File: config.mk
export PLATFORM = sky130hd
export DESIGN_NAME = fu_pipe
export DESIGN_NICKNAME = d
export VERILOG_FILES = /design/src/rtl/fu_pipe_pkg.sv /design/src/rtl/fu_issue_gate.sv /design/src/rtl/fu_slot_chain.sv /design/src/rtl/fu_pipe.sv
export SDC_FILE = /design/constraint.sdc
export NUM_CORES = 1
export LEC_CHECK = 0
export BUFFER_PORTS_ARGS = -buffer_cell sky130_fd_sc_hd__buf_2
export CORE_MARGIN = 8
export CORE_UTILIZATION = 28
export DETAILED_ROUTE_END_ITERATION = 8
export GPL_TIMING_DRIVEN = 0
export PLACE_DENSITY = 0.48
export SLEW_MARGIN = 20
export SYNTH_ARGS = -nofsm -noshare
export SYNTH_HDL_FRONTEND = slang
export SYNTH_SLANG_ARGS = --single-unit
File: constraint.sdc
create_clock -name clk -period 1.7 [get_ports clk]
set_clock_uncertainty 0.1 [all_clocks]
set_input_delay 0.34 -clock clk [delete_from_list [all_inputs] [get_ports clk]]
set_output_delay 0.34 -clock clk [all_outputs]
set_load 0.005 [all_outputs]
File: src/rtl/fu_pipe_pkg.sv
// Package: shared constants for the functional-unit pipeline.
// Assumes classes are numbered 0..FU_NUM_CLASSES-1.
package fu_pipe_pkg;
    localparam int unsigned FU_NUM_CLASSES = 32;
    localparam int unsigned FU_CLASS_W     = $clog2(FU_NUM_CLASSES);
    localparam int unsigned FU_DEF_TAG_W   = 8;
endpackage

File: src/rtl/fu_issue_gate.sv
// Issue gate: decides acceptance from the class mask, the spacing count
// and the availability of the first slot; flags refused requests.
// Assumes slot0_free is valid in the same cycle as iss_valid.
module fu_issue_gate
    import fu_pipe_pkg::*;
#(
    parameter int unsigned             ISSUE_LAT = 2,
    parameter logic [FU_NUM_CLASSES-1:0] CAPS    = 32'h0000_F0F5
) (
    input  logic                  clk,
    input  logic                  rst_n,
    input  logic                  iss_valid,
    input  logic [FU_CLASS_W-1:0] iss_class,
    input  logic                  slot0_free,
    output logic                  can_issue,
    output logic                  accept,
    output logic                  iss_err
);
    localparam int unsigned CNT_W = (ISSUE_LAT > 1) ? $clog2(ISSUE_LAT) : 1;
    localparam logic [CNT_W-1:0] RELOAD = CNT_W'(ISSUE_LAT - 1);

    logic [CNT_W-1:0] gap_cnt;
    logic             class_ok;

    // Combine spacing, slot availability and capability into the accept decision.
    always_comb begin
        class_ok  = CAPS[iss_class];
        can_issue = (gap_cnt == '0) && slot0_free;
        accept    = iss_valid && can_issue && class_ok;
    end

    // Spacing counter: reloads on accept, counts down to zero otherwise.
    always_ff @(posedge clk) begin
        if (!rst_n) begin
            gap_cnt <= '0;
        end else if (accept) begin
            gap_cnt <= RELOAD;
        end else if (gap_cnt != '0) begin
            gap_cnt <= gap_cnt - 1'b1;
        end
    end

    // One-cycle refusal flag for any request that was not accepted.
    always_ff @(posedge clk) begin
        if (!rst_n) iss_err <= 1'b0;
        else        iss_err <= iss_valid && !accept;
    end
endmodule

File: src/rtl/fu_slot_chain.sv
// Slot chain: OP_LAT slots of {valid, tag}; advances one slot per cycle
// unless a valid head is waiting for commit. Slot 0 can be filled while
// stalled if it holds a bubble. Assumes accept only when slot0_free.
module fu_slot_chain #(
    parameter int unsigned OP_LAT = 4,
    parameter int unsigned TAG_W  = 8
) (
    input  logic             clk,
    input  logic             rst_n,
    input  logic             accept,
    input  logic [TAG_W-1:0] in_tag,
    input  logic             head_take,
    output logic             slot0_free,
    output logic             head_valid,
    output logic [TAG_W-1:0] head_tag
);
    localparam int unsigned LAST = OP_LAT - 1;

    logic [OP_LAT-1:0] vld;
    logic [TAG_W-1:0]  tag [OP_LAT];
    logic              stall;

    // Stall when the head holds an instruction commit has not taken.
    always_comb begin
        stall      = vld[LAST] && !head_take;
        slot0_free = !stall || !vld[0];
        head_valid = vld[LAST];
        head_tag   = tag[LAST];
    end

    // First slot: load on accept, else take a bubble when advancing.
    always_ff @(posedge clk) begin
        if (!rst_n) begin
            vld[0] <= 1'b0;
            tag[0] <= '0;
        end else if (accept) begin
            vld[0] <= 1'b1;
            tag[0] <= in_tag;
        end else if (!stall) begin
            vld[0] <= 1'b0;
        end
    end

    // Remaining slots: copy from the slot ahead when not stalled.
    for (genvar i = 1; i < OP_LAT; i++) begin : g_slot
        always_ff @(posedge clk) begin
            if (!rst_n) begin
                vld[i] <= 1'b0;
                tag[i] <= '0;
            end else if (!stall) begin
                vld[i] <= vld[i-1];
                tag[i] <= tag[i-1];
            end
        end
    end
endmodule

File: src/rtl/fu_pipe.sv
// Top: one functional unit as a self-stalling slot pipeline with an
// issue gate in front. Assumes 1 <= OP_LAT <= 8 and 1 <= ISSUE_LAT <= 8.
module fu_pipe
    import fu_pipe_pkg::*;
#(
    parameter int unsigned               OP_LAT    = 4,
    parameter int unsigned               ISSUE_LAT = 2,
    parameter int unsigned               TAG_W     = FU_DEF_TAG_W,
    parameter logic [FU_NUM_CLASSES-1:0] CAPS      = 32'h0000_F0F5
) (
    input  logic                  clk,
    input  logic                  rst_n,
    input  logic                  iss_valid,
    input  logic [TAG_W-1:0]      iss_tag,
    input  logic [FU_CLASS_W-1:0] iss_class,
    output logic                  can_issue,
    output logic                  iss_err,
    output logic                  head_valid,
    output logic [TAG_W-1:0]      head_tag,
    input  logic                  head_take
);
    logic slot0_free;
    logic accept;

    fu_issue_gate #(
        .ISSUE_LAT (ISSUE_LAT),
        .CAPS      (CAPS)
    ) gate_i (
        .clk        (clk),
        .rst_n      (rst_n),
        .iss_valid  (iss_valid),
        .iss_class  (iss_class),
        .slot0_free (slot0_free),
        .can_issue  (can_issue),
        .accept     (accept),
        .iss_err    (iss_err)
    );

    fu_slot_chain #(
        .OP_LAT (OP_LAT),
        .TAG_W  (TAG_W)
    ) chain_i (
        .clk        (clk),
        .rst_n      (rst_n),
        .accept     (accept),
        .in_tag     (iss_tag),
        .head_take  (head_take),
        .slot0_free (slot0_free),
        .head_valid (head_valid),
        .head_tag   (head_tag)
    );
endmodule

## Word level (Yosys, flattened, before mapping)

Memories as Yosys holds them, arrays and structs flattened.
Index checks and enable logic that the tools add are counted.

- Bits in registers: 6
- RAM bits: 32
- ROM bits: 32
- Output and inout port bits: 11
- Logic and storage cells: 42
- Memories kept: 2

Memories:

| memory | depth | width | rd ports | clocked after memory_dff | wr ports | line | source |
|---|---|---|---|---|---|---|---|
| (name not given) | 32 | 1 | 1 | 0 | 0 | fu_issue_gate.sv:27 | `class_ok = CAPS[iss_class];` |
| chain_i.tag | 4 | 8 | 4 | 0 | 4 | fu_slot_chain.sv:20 | `logic [TAG_W-1:0] tag [OP_LAT];` |

- $add $sub $neg: 1
- Magnitude comparators: 1
- Eq/ne operators: 1
- Muxes and demuxes: 16
- Bitwise logic cells: 5
- Reduce and logical (&&, ||, !) cells: 10

Operator list:

| cell | count |
|---|---|
| 8-bit two-way mux | 4 |
| 1-bit two-way mux | 12 |
| 5-bit by 6-bit less-than comparator with 1-bit output (second input constant) | 1 |
| 1-bit logical AND | 5 |
| 1-bit zero test | 4 |
| 1-bit OR | 4 |
| 2-bit inequality test (second input constant) | 1 |
| 1-bit logical OR | 1 |
| 1-bit NOT | 1 |
| 1-bit subtractor (second input constant) | 1 |

## Logic depth before layout (Yosys ltp)

Gate-level depths: netlist of the first run.

- Depth in word-level cells: 11
- Depth in mapped cells: 4
- Mapped depth without buffers: 4

## Hierarchy

A second synthesis of the first run with hierarchy kept.

- Cells, all modules: 96
- Area total of the unflattened synthesis: 1,480.2 sq um

Modules (own cells, without submodules):

| module | instances | cells each | area an instance (sq um) | seq. area each (sq um) |
|---|---|---|---|---|
| fu_slot_chain | 1 | 87 | 1,377.6 | 1,041.0 |
| fu_issue_gate | 1 | 9 | 102.6 | 40.0 |

## Worst setup path after synthesis of the first run

OpenSTA, ideal clock, no wires.

- Path type: reg2reg
- Start point: register chain_i.vld[3], in the netlist chain_i.head_valid
- End point: memory chain_i.tag[1][0], enable pin
- Setup time: 0.379 ns
- Arrival time: 1.129 ns
- Slack: 0.091 ns
- Stages on the path, launching flop included: 4
- Buffers on the path: 0
- Clock period less this slack: 1.609 ns
- Cells stage by stage: dfxtp_1 -> nor2b_4 -> and2_1 -> inv_1

RTL lines:

| what | line | source |
|---|---|---|
| from (decl) | fu_slot_chain.sv:19 | `logic [OP_LAT-1:0] vld;` |
| from (signal, indexed assignment) | fu_slot_chain.sv:51 | `vld[i] <= vld[i-1];` |
| to (decl) | fu_slot_chain.sv:20 |  |

==> results.cfg, run 1 <==
[clocking]
htree_levels = 2
clk_path_buf_depth = 2
cts_setup_buffers = 0
cts_tree = yes
clkLatencyLatePin_ns = 0.28
cts_root_buf = clkbuf_8
cts_made_buffers = 5
clock_sinks = 38
clk_pin_slew_ns = 0.07

[timing]
finalHoldViolations = 0
drv_slew = 0
max_freq_mhz = 641
layout_min_cycle_time_ns = 1.56
grt_setup_unrepaired = no
slew_headroom_pct = 66.1
setup_ws_ns = 0.140
setup_viol = 0
period_share_pct = 91.8
worst_pin_slew_ns = 0.508

[route]
drt_iter0_drc = 26
finalWirelength_mm = 2.02
ant_nets = 0
drc_errors = 0
wire_per_inst_um = 10.4
firstDrtPassIters = 4
vias_per_cell = 3.90
vias = 757

[critical_path]
critPathLaunchType = register
worstSetupPathType = register to register
r2r-end = chain_i.tag[0][4]
crit_required_ns = 1.55
cp.arrival_ns = 1.41
crit_path_max_fanout = 8
cp-end-kind = register
reg2regPathDepth = 3
regToRegSetupSlack_ns = 0.14
reg2reg_from = chain_i.head_valid

[cells_and_area]
multi_input_area_sq_um = 340
post-route-util_pct = 35.3
nets = 140
area_growth_pct = 23.5
n_fill_cell = 526
n_antenna_cell = 0
seq_area_sq_mm = 0.00108
final_layout_size_suffix_gt1_share_pct = 30.6

[yosys]
synth_edf_count = 32
synthFlopType = edfxtp_1
yosysMostFrequentCell = and2_1
synth_cell_types = 17
synth-seq-area-share_pct = 75.5
synth_cells = 89
avgSynthCellArea_sq_um = 16.1
syn_area_sq_mm = 0.00143
synth_top_area_cell = edfxtp_1
yosysWarnings = 0
synthArstFlopShare_pct = 0
synth_top_area_share_pct = 67.1
synth_nets = 106
ys_top_cells_by_count = and2_1 (33), edfxtp_1 (32), dfxtp_1 (6)
ys_top_cells_by_area = edfxtp_1 (67%), and2_1 (14%), dfxtp_1 (8.4%)
ys_seq_elements = 38

[outcome]
status = finished clean

[placed_design]
io_buffer_count = 26
gp_congestion = 0.623
dpl.hpwl_mm = 1.38
place_ws_ns = -0.171

[grt]
grt_pass1_wl_mm = 3.31
groute.usage.overall_pct = 5.85
antenna_found_initial = 0
grt_overflow = 0
grt_pass1_vias = 730
grt_max_degree = 14

[floorplan]
die_h_um = 87.5
rows = 26
initial_core_util_pct = 28.6
coreArea_sq_mm = 0.00501
ioPinCount = 28
die-width_um = 87.5
die-area_sq_mm = 0.00766

[worst_hold_path]
holdPathEnd = gate_i.iss_err
hp-class = primary input to register
holdPathStages = 2
worstHoldStart = iss_valid

[pwr]
vdd_drop_max_v = 0.000416
leakage_nw = 0.749
powerDensity_mw_per_mm2 = 1040

[job]
cap_violations = 0
-- area by class of cell --
type | instances | share of cell area, %
Clock inverter | 1 | 1.70
Inverter | 1 | 0.425
Buffer | 2 | 0.425
Clock buffer | 7 | 4.32
Sequential cell | 38 | 61.1
Multi-Input combinational cell | 48 | 19.2
Timing Repair Buffer | 26 | 7.36
Tap cell | 70 | 4.95
Timing Repair inverter | 1 | 0.425
-- worst max-delay path, stage by stage (launching register included) --
cell and delay [ns]:
dfxtp_1 0.31, nor2b_4 0.14, a2111o_1 0.41, nand2_1 0.27
-- worst max-delay path by stage --
| stage | from | to | slack (ns) | depth (start not counted) |
|---|---|---|---|---|
| after floorplan | chain_i.head_valid | chain_i.tag[1][0] | 0.09 | 3 |
| after global placement | head_take | chain_i.tag[3][0] | -0.13 | 4 |
| after detailed placement | head_take | chain_i.tag[3][6] | -0.17 | 4 |
| after CTS | chain_i.head_valid | chain_i.tag[0][4] | 0.12 | 3 |
| after global routing | chain_i.head_valid | chain_i.tag[1][6] | 0.04 | 3 |
| final | chain_i.head_valid | chain_i.tag[0][4] | 0.14 | 3 |
-- cell usage in the layout (no fill, tap or decap), drive strengths merged, types with 2 or more instances in the layout --
master	n
clkbuf	9
nand2	3
a22o	2
buf	26
clkinvlp	2
dfxtp	6
nor2b	2
and2	33
edfxtp	32
-- layer usage --
| metal | track usage (%) | vias up | wire (um) |
|---|---|---|---|
| met5 | 0 | - | 0 |
| met1 | 6.46 | 336 | 918 |
| li1 | - | 382 | - |
| met2 | 8.40 | 32 | 862 |
| met3 | 3.11 | 7 | 190 |
| met4 | 4.22 | 0 | 44 |
-- metrics by stage --
stage / hold WS (ns) / power, mW / instance area [sq um] / TNS, ns / cells
floorplan: 0.322 / 1.10 / 1430 / 0 / 89
global placement: 0.334 / 1.13 / 1650 / -3.45 / 185
detailed placement: 0.335 / 1.13 / 1650 / -4.71 / 185
CTS: 0.210 / 1.88 / 1770 / 0 / 194
global route: 0.224 / 1.92 / 1770 / 0 / 194
finish: 0.226 / 1.84 / 1770 / 0 / 194
-- logic make-up after synthesis --
logic type             Yosys count  share of synthesized area [%]
buffers and inverters            3                          0.787
AND/OR/NAND/NOR                 41                           18.2
flip-flops                      38                           75.5
AO/OA/AOI/OAI                    7                           5.51
-- state kept, by name, indices dropped and copies added (netlist names) --
| signal | cells |
|---|---|
| gate_i.iss_err | 1 |
| chain_i.tag | 32 |
| chain_i.head_valid | 1 |
| chain_i.vld | 3 |
| gate_i.gap_cnt | 1 |
-- what timing repair did --
item,in CTS,in global routing
hold buffers,0,0
gates resized for setup,3,0
setup endpoints to repair,24,0
-- power breakdown --
part	switching, mW	leakage [nW]	internal (mW)
clock	0.293	0.0524	0.439
combinational	0.0325	0.271	0.0352
sequential	0.00797	0.426	1.04
total	0.333	0.749	1.51
(Power assumes the default switching activity.)
==> run 2: changes to the inputs <==
Settings changed: PLACE_DENSITY 0.48 to 0.46.
Clock period 1.7 ns to 1.8 ns, I/O delays scaled along.
==> run 2 against run 1 <==
First-iteration DRC count fell by 27%. Clock power fell by 27%. Maximum frequency down 4.9%. Total power shrank 14%. Sequential power fell by 5%. Clock-buffer cell count fell by 1. Register-to-register slack better by 0.02 ns. Utilization shrank 0.37 points. Non-clock buffer count increased by 1. Global-route usage rose by 0.55 points. Critical path type unchanged.
==> results.cfg, run 2 (same netlist as run 1, synthesis figures left out) <==
[cells_and_area]
final_common_cell = and2_1
n_antenna_cell = 0
reg.largest.list = chain_i.tag: 32 flops, chain_i.vld: 3 flops
final_cells = 195
final_layout_size_suffix_gt1_share_pct = 30.4
regMostFlops = chain_i.tag
largest_reg_flops = 32
nets = 141
layout_common_cells = and2_1 (33), edfxtp_1 (32), buf_2 (26)
area_growth_pct = 22.2

[grt]
grt_max_degree = 14
grt_pass1_vias = 771
grt_pass1_wl_mm = 3.60
antenna_found_initial = 0
grt_overflow = 0
groute.usage.overall_pct = 6.40

[floorplan]
die-width_um = 87.5
initial_core_util_pct = 28.6
die_h_um = 87.5
die-area_sq_mm = 0.00766
rows = 26
coreArea_sq_mm = 0.00501
ioPinCount = 28

[timing]
grt_setup_unrepaired = no
period_share_pct = 91.2
max_freq_mhz = 609
fin_tns_setup_ns = 0
drv_slew = 0
finalHoldViolations = 0
worst_pin_slew_ns = 0.511
setup_viol = 0
layout_min_cycle_time_ns = 1.64
slew_headroom_pct = 66.0

[pwr]
pwr-share-comb_pct = 4.0
powerDensity_mw_per_mm2 = 908
seq_power_share_pct = 62.1
vdd_drop_max_v = 0.000425
power_mw = 1.59
p_int_mw = 1.28
p_clk_share_pct = 33.8
p_switching_uw = 310
leakage_nw = 0.743
swShare_pct = 19.5

[critical_path]
critPathMaxStageDelay_ns = 0.35
worstSetupPathType = register to register
crit_path_max_fanout = 12
critPathLaunchType = register
critical-path-top-delay-family = simple AND/OR/NAND/NOR gates
crit_required_ns = 1.67
cp-end-kind = register
cp.arrival_ns = 1.51
crit_buf_inv = 1
crit_slowest_cell = and2_1
crit_chain = nor2b_4 -> and2_1 -> clkinvlp_4

[route]
wire_per_inst_um = 10.8
finalWirelength_mm = 2.11
vias = 743
vias_per_cell = 3.81
drc_errors = 0
ant_nets = 0
drt_iter0_drc = 19
firstDrtPassIters = 4

[placed_design]
dpl.hpwl_mm = 1.41
place_inst = 185
gp_congestion = 0.614
io_buffer_count = 26

[clocking]
cts_root_buf = clkbuf_8
htree_levels = 2
cts_tree = yes
clock_sinks = 38
clk_pin_slew_ns = 0.07
cts_made_buffers = 5
hold_buffers = 0
clk_path_buf_depth = 2
clkLatencyLatePin_ns = 0.28

[job]
cap_violations = 0

[worst_hold_path]
hp-class = primary input to register

[outcome]
status = finished clean
## run 2: cell types whose count changed in the layout (fill, tap and decap cells not counted)
cell	before	now
and2_1	32	33
and2_2	1	0
buf_4	0	1
bufinv_16	1	0
clkbuf_1	4	3
clkinv_1	0	1
clkinv_2	0	1
## run 2: per-stage QoR
step	cell area, sq um	setup WS [ns]	hold slack [ns]	util [%]
4_1_cts	1740	0.0641	0.233	34.8
5_1_grt	1750	0.0518	0.232	34.9
6_report	1750	0.159	0.243	34.9
2_1_floorplan	1430	0.191	0.322	-
3_5_place_dp	1650	-0.0941	0.340	32.9
3_3_place_gp	1650	-0.0576	0.333	32.9
## run 2: final timing paths
kind / end / slack, ns / startpoint / depth (start not counted)
max reg2reg: chain_i.tag[1][6] / 0.16 / chain_i.head_valid / 3
min: gate_i.iss_err / 0.24 / iss_valid / 2
min reg2reg: chain_i.head_valid / 0.36 / chain_i.vld[2] / 2
max: chain_i.tag[1][6] / 0.16 / chain_i.head_valid / 3
## run 2: timing repair
action	in CTS	in global routing
resized for setup	2	0
setup endpoints to repair	24	11
gates cloned	1	0
buffers inserted	0	1
## run 2: cell type report
| cell class | instances | area, sq um |
|---|---|---|
| plain buffers | 2 | 7.51 |
| clock buffers | 6 | 72.6 |
| repair inverters | 1 | 7.51 |
| inverters | 1 | 7.51 |
| clock inverters | 2 | 8.76 |
| repair buffers | 27 | 138 |
| well taps | 70 | 87.6 |
| fillers | 524 | 3260 |
| multi-input cells | 48 | 339 |
| flip-flops and latches | 38 | 1080 |
## run 2: routing by layer
layer	track usage (%)	part of all wire, %	up-vias
met2	9.50	47	24
met3	4.15	6.2	2
met1	7.01	46	334
met4	2.81	0.90	0
li1	-	-	383
met5	0	0	-
## run 2: worst reg2reg max path, stage by stage (launching register included)
cell and delay, ns:
dfxtp_1 0.32, nor2b_4 0.22, and2_1 0.35, clkinvlp_4 0.34
## run 2: power by group through the flow
| stage | combinational, mW | clock, mW | sequential, mW |
|---|---|---|---|
| floorplan | 0.0334 | 0 | 1.01 |
| global placement | 0.0633 | 0 | 1.01 |
| detailed placement | 0.0658 | 0 | 1.01 |
| CTS | 0.0661 | 0.559 | 0.987 |
| global route | 0.0737 | 0.602 | 0.989 |
| finish | 0.0640 | 0.537 | 0.987 |
